## src/rtl/hzd_pkg.sv

```systemverilog
package hzd_pkg;

    // Register index width of the instruction set.
    localparam int REG_W     = 5;
    // Width of the control word carried from decode into execute.
    localparam int CTRL_W    = 8;
    // Position of the memory-read flag inside the control word.
    localparam int MEMRD_BIT = 0;
    // Width of the observation stall counter.
    localparam int CNT_W     = 8;

    // Which source operands of the decoding instruction hit the load.
    typedef struct packed {
        logic hit_a;
        logic hit_b;
    } src_hit_t;

    // True when a register index names the hard-wired zero register.
    function automatic logic idx_is_zero(input logic [REG_W-1:0] idx);
        return idx == '0;
    endfunction

endpackage

```

## src/rtl/hzd_match.sv

```systemverilog
module hzd_match
    import hzd_pkg::*;
(
    input  logic             memrd,
    input  logic [REG_W-1:0] dst,
    input  logic [REG_W-1:0] src_a,
    input  logic [REG_W-1:0] src_b,
    output src_hit_t         hits
);

    logic live_load;

    // A load writing the zero register produces no value anyone waits on.
    assign live_load = memrd && !idx_is_zero(dst);

    always_comb begin
        hits.hit_a = live_load && (dst == src_a);
        hits.hit_b = live_load && (dst == src_b);
    end

endmodule

```

## src/rtl/hzd_bubble_mux.sv

```systemverilog
module hzd_bubble_mux #(
    parameter int WIDTH = 8
) (
    input  logic             squash,
    input  logic [WIDTH-1:0] ctrl_in,
    output logic [WIDTH-1:0] ctrl_out
);

    // One gate per control bit: a single AND level, no wide mux tree.
    for (genvar i = 0; i < WIDTH; i++) begin : g_bit
        assign ctrl_out[i] = ctrl_in[i] & ~squash;
    end

endmodule

```

## src/rtl/hzd_stall_ctr.sv

```systemverilog
module hzd_stall_ctr #(
    parameter int WIDTH = 8
) (
    input  logic             clk,
    input  logic             rst,
    input  logic             inc,
    output logic [WIDTH-1:0] count
);

    localparam logic [WIDTH-1:0] TOP = '1;

    always_ff @(posedge clk) begin
        if (rst) begin
            count <= '0;
        end else if (inc && count != TOP) begin
            count <= count + 1'b1;
        end
    end

endmodule

```

## src/rtl/hzd_loaduse_ctrl.sv

```systemverilog
module hzd_loaduse_ctrl
    import hzd_pkg::*;
(
    input  logic              clk,
    input  logic              rst,
    input  logic              ex_memrd,
    input  logic [REG_W-1:0]  ex_dst,
    input  logic [REG_W-1:0]  dec_src_a,
    input  logic [REG_W-1:0]  dec_src_b,
    input  logic [CTRL_W-1:0] dec_ctrl,
    output logic              pc_we,
    output logic              fd_we,
    output logic [CTRL_W-1:0] idex_ctrl,
    output logic [CNT_W-1:0]  stall_cnt
);

    src_hit_t hits;
    logic     freeze;

    hzd_match u_match (
        .memrd (ex_memrd),
        .dst   (ex_dst),
        .src_a (dec_src_a),
        .src_b (dec_src_b),
        .hits  (hits)
    );

    assign freeze = hits.hit_a | hits.hit_b;

    // Front of the pipeline holds; older stages are not touched here.
    assign pc_we = ~freeze;
    assign fd_we = ~freeze;

    hzd_bubble_mux #(.WIDTH(CTRL_W)) u_bubble (
        .squash   (freeze),
        .ctrl_in  (dec_ctrl),
        .ctrl_out (idex_ctrl)
    );

    hzd_stall_ctr #(.WIDTH(CNT_W)) u_ctr (
        .clk   (clk),
        .rst   (rst),
        .inc   (freeze),
        .count (stall_cnt)
    );

endmodule

```

## config.mk

```make
export PLATFORM = sky130hd
export DESIGN_NAME = hzd_loaduse_ctrl
export DESIGN_NICKNAME = d
export VERILOG_FILES = /design/src/rtl/hzd_pkg.sv /design/src/rtl/hzd_match.sv /design/src/rtl/hzd_bubble_mux.sv /design/src/rtl/hzd_stall_ctr.sv /design/src/rtl/hzd_loaduse_ctrl.sv
export SDC_FILE = /design/constraint.sdc
export NUM_CORES = 1
export LEC_CHECK = 0
export ABC_AREA = 0
export BUFFER_PORTS_ARGS = -buffer_cell sky130_fd_sc_hd__buf_2
export CAP_MARGIN = 10
export CORE_MARGIN = 2
export CORE_UTILIZATION = 35
export DETAILED_ROUTE_END_ITERATION = 10
export PLACE_DENSITY = 0.85
export SLEW_MARGIN = 30
export SYNTH_ARGS = -nofsm -noshare
export SYNTH_HDL_FRONTEND = slang
export SYNTH_HIERARCHICAL = 1
export SYNTH_SLANG_ARGS = --single-unit
```

## constraint.sdc

```tcl
create_clock -name clk -period 2.4 [get_ports clk]
set_clock_uncertainty 0.15 [all_clocks]
set_input_delay 0.48 -clock clk [delete_from_list [all_inputs] [get_ports clk]]
set_output_delay 0.48 -clock clk [all_outputs]
set_load 0.03 [all_outputs]
```

=== Yosys cells after proc, flatten, opt, wreduce, memory -nomap -nowiden ===
Cells that the tools add are included.

* Output and inout port bits: 18
* Register bits: 8
* Input port bits: 26

* Reductions and logical operators: 6
* Bitwise logic cells: 10
* $add $sub $neg: 1
* Equal/unequal tests: 3

{| class="wikitable"
|+ Operator list
! cell !! count
|-
| $eq A5 B5 Y1 || 2
|-
| $add A8 B1 Y8 const B || 1
|-
| $and A1 B1 Y1 || 8
|-
| $ne A8 B8 Y1 const B || 1
|-
| $logic_not A5 Y1 || 1
|-
| $logic_and A1 B1 Y1 || 4
|-
| $logic_not A1 Y1 || 1
|-
| $not A1 Y1 || 1
|-
| $or A1 B1 Y1 || 1
|}

=== Longest topological paths before layout ===
* Depth in word-level cells: 7
* Depth in mapped cells: 7
* Gate-level depth less buffers: 7

=== Hierarchy ===
Netlist, hierarchy kept.

{| class="wikitable"
|+ By module, submodules not included
! module !! area an instance (um2) !! cells each !! times used
|-
| hzd_stall_ctr || 430.4 || 46 || 1
|-
| hzd_match || 123.9 || 16 || 1
|-
| hzd_bubble_mux || 50.0 || 8 || 1
|-
| hzd_loaduse_ctrl || 17.5 || 3 || 1
|}

=== Worst setup path before layout ===
Ideal clock, no wire load.

* Kind: input-to-output
* Start point: input port ex_dst[1]
* End point: output port idex_ctrl[0]
* Path slack: -0.247 ns
* Arrival: 2.017 ns
* Stages on the path: 5
* Buffers on the path: 0
* Data required time: 1.770 ns
* Cells stage by stage: or4_1 -> nor2_1 -> nor4_1 -> or2_1 -> nor2b_1

{| class="wikitable"
|+ RTL lines
! item !! line !! text
|-
| from (decl) || hzd_loaduse_ctrl.sv:7 || <nowiki>input logic [REG_W-1:0] ex_dst,</nowiki>
|-
| to (decl) || hzd_loaduse_ctrl.sv:13 || <nowiki>output logic [CTRL_W-1:0] idex_ctrl,</nowiki>
|}

==> metrics list <==
- For the worst setup path, the data arrival time is 1.91 ns.
- Sum of met3 wire segment lengths after detailed routing: 152 um
- Leakage power summed over all cells: 0.517 nW
- The via count of the first global-routing pass was 774.
* Number of nets in the layout: 154
- Required time of the worst setup path: 1.77 ns
* P&R area growth vs syn: 76.5%
- The register with the most flip-flops in the final layout is u_ctr/count.
- For this run, the leading register cell type out of synthesis is sky130_fd_sc_hd__dfxtp_1.
* Unrepaired setup endpoints after global routing: true
- Dividing total power by cell area gives a power density of 342 nW/um^2.
- Internal power component: 0.260 mW
* Count of unresolved DRC violations after routing: 0
- Synthesized netlist cell count: 73
- The clock net in this run drives a total of 8 sinks.
- The total count of hold-check failures in the final report was 0.
* Global-route wire length before repair: 3130 um
- The detailed router finished its first iteration with 14 violations.
* Share of async-settable or async-resettable flops after synthesis: 0
- Peak ir drop on the vdd network: 0.172 mV
- Maximum achievable frequency: 393 MHz
* Layout Utilization: 0.650
- The Yosys step of the flow raised 6 warnings.
* TritonCTS buffer count: 3
- The routed design has 1910 um of wire.
- Setup total negative slack: -0.997 ns
- For this design the top-level I/O count stands at 44.
- Of the cells placed in the final design, the portion with a size suffix greater than 1 is 0.584.
- Complex-gate fraction of the synthesized area: 0.179
* Top Registers: u_ctr/count x8
- The library cell used most frequently in the layout, excluding fill and tap cells, is sky130_fd_sc_hd__buf_2.
- Path type of the worst min-delay path: in2reg
* Fraction of synthesized area in multiplexers: 0.0402
- Of the total power, the share spent switching nets is 0.306.
* DR WL/cell: 13.5 um
- Entering global routing, the biggest net connects 9 pins.
* Maximum capacitance violations: 0
* Slew at the pin closest to its max-slew limit: 0.306 ns
- Worst slack, placed: -0.246 ns
- The share of the Yosys chip area taken by registers is 0.258.
- Detailed-routing wirelength on met1: 707 um
- Antenna violations before repair: 0
- The checks that failed: setup timing.
- Switching power: 0.115 mW
- Final critical-path share of the clock period: 1.06
- The synthesized design contains 0 enable-type register cells.
* Combinational share of power: 0.357
- Yosys mapped the design onto 32 distinct sky130hd cell types.
- Antenna diode instance count: 0
- Netlist area before placement: 622 sq um
- In this run the deepest clock path goes through 2 buffers.
- The worst setup path is launched from an input pin.
- Category of the most critical setup path: in2out
- Level count of the clock H-tree: 1
* Vias per inst: 5.37
- The die is 46.2 um wide.
- Maximum fanout along the worst path: 5
- The number of hold buffers added after CTS was 0.
- Register clock-pin slew on the reported worst setup and hold paths: 0.06 ns
- XOR/XNOR share of the synthesized area: 0.141
* Simple-gate portion of the synthesized area: 0.326
- The share of total power dissipated in sequential elements is 0.358.
* Die area: 2130 sq um
- Total routing usage reported by global routing: 0.203
* Standard cell core area: 1690 sq um
* Initial standard-cell utilization of the core: 0.368
- Once detail routing completed, the nets flagged for antenna violations numbered 0.
* # rows: 15
* Leading cell types in the layout, fill and taps excluded: 31 x sky130_fd_sc_hd__buf_2, 11 x sky130_fd_sc_hd__buf_6, 8 x sky130_fd_sc_hd__buf_4, 8 x sky130_fd_sc_hd__nor2b_4, 8 x sky130_fd_sc_hd__dfxtp_1
- The run finished, with violations left.
* Number of vias after detailed routing: 763
- Setup violations remaining at the end of the flow were counted as 8.
- After detailed routing, no signal wire sits above met4.
* Max-slew headroom at the worst pin: 0.794
- Of the total power, the clock network draws 0.284.
* Die extent in y: 46.2 um
- Total length of routed met2 wires: 1040 um
* Final weighted congestion in routability-driven placement: 0.890
- Number of register bits inferred by synthesis: 8
* Post-Synth Adder-Cell Area: 0.0201
- When the netlist entered floorplanning its net count stood at 100.
* Crit path capture type: output pin
- The HPWL after detailed placement is 1370 um.
- Setup slack on the critical path of the routed design comes to -0.142 ns.
- Buffers placed on the I/O ports in this run total 43.
- Main combinational cell family by area after synthesis: simple AND/OR/NAND/NOR gates
* Flip-flop count of the largest register after layout: 8
* Pre-antenna DRT Iters: 4
- Total gr overflow: 0
- TritonCTS clock tree: yes
* Fin crit period: 2.54 ns
* Clock latency reported for the late side of the worst-skew pair: 0.25 ns
- After synthesis, the mean cell area works out to 8.52 sq um.
- The cell sitting at the root of the clock tree is a sky130_fd_sc_hd__clkbuf_4.
* Final max-slew violation count: 0
## routing by layer
layer,global-route usage,vias to the layer above
li1,-,375
met1,0.191,348
met2,0.408,38
met3,0.0588,2
met4,0.0629,0
met5,0,-
## worst paths after layout
kind	start	endpoint	slack, ns	depth (start not counted)
worst max-delay path	ex_dst[2]	idex_ctrl[3]	-0.14	7
worst min-delay path	rst	u_ctr/count[7]	0.35	2
worst max register to register	u_ctr/count[0]	u_ctr/count[0]	0.84	4
worst min register to register	u_ctr/count[5]	u_ctr/count[5]	0.36	1
## cell families (layout without fill, tap and decap cells)
family / count (synthesis) / in the layout
adder cells (fa/ha/maj): 1 / 1
buffers and inverters: 3 / 54
AND/OR/NAND/NOR: 34 / 35
flip-flops: 8 / 8
multiplexers: 2 / 2
XOR/XNOR: 10 / 10
AO/OA/AOI/OAI: 15 / 15
## what timing repair did
action	CTS	global route
gates cloned	1	0
setup buffers	1	0
pin swaps	4	4
resized for setup	25	2
setup endpoints to repair	10	15
## critical path, stage by stage
cell	delay, ns
sky130_fd_sc_hd__buf_6	0.09
sky130_fd_sc_hd__or4_4	0.54
sky130_fd_sc_hd__nor2_4	0.14
sky130_fd_sc_hd__nor4_2	0.08
sky130_fd_sc_hd__or2_4	0.33
sky130_fd_sc_hd__nor2b_4	0.13
sky130_fd_sc_hd__buf_6	0.13
## per-stage QoR
stage                     cell area (sq um)  total power [mW]  hold WS (ns)  instances
after global placement                  962             0.244         0.344        137
after global routing                   1100             0.393         0.350        142
after floorplan                         699             0.202         0.402         73
after detailed placement                962             0.247         0.357        137
final                                  1100             0.375         0.347        142
after CTS                              1090             0.375         0.345        142
## final cells by class
| cell class | count | area (sq um) |
|---|---|---|
| Tap cell | 17 | 21.3 |
| Multi-Input combinational cell | 63 | 551 |
| Inverter | 1 | 3.75 |
| Clock buffer | 3 | 22.5 |
| Fill cell | 144 | 592 |
| Timing Repair Buffer | 50 | 339 |
| Sequential cell | 8 | 160 |
## Yosys cell counts (2+ instances only)
cell type / n / share of area
sky130_fd_sc_hd__nor4_1: 2 / 0.020
sky130_fd_sc_hd__nor2b_1: 8 / 0.080
sky130_fd_sc_hd__nand4_1: 4 / 0.040
sky130_fd_sc_hd__a211oi_1: 2 / 0.024
sky130_fd_sc_hd__nand3_1: 2 / 0.016
sky130_fd_sc_hd__xor2_1: 4 / 0.056
sky130_fd_sc_hd__nand2_1: 5 / 0.030
sky130_fd_sc_hd__nor2_1: 3 / 0.018
sky130_fd_sc_hd__and4_1: 2 / 0.028
sky130_fd_sc_hd__xnor2_1: 6 / 0.085
sky130_fd_sc_hd__dfxtp_1: 8 / 0.26
sky130_fd_sc_hd__nor3_1: 2 / 0.016
sky130_fd_sc_hd__a21oi_1: 5 / 0.040
sky130_fd_sc_hd__o21bai_1: 2 / 0.024
## power groups by stage
stage | combinational [mW] | clock (mW) | sequential (mW)
floorplan | 0.0638 | 0 | 0.139
global placement | 0.107 | 0 | 0.137
detailed placement | 0.110 | 0 | 0.137
CTS | 0.132 | 0.109 | 0.134
global route | 0.142 | 0.116 | 0.135
finish | 0.134 | 0.107 | 0.134
Note: power is estimated with default switching activity, not from simulation.
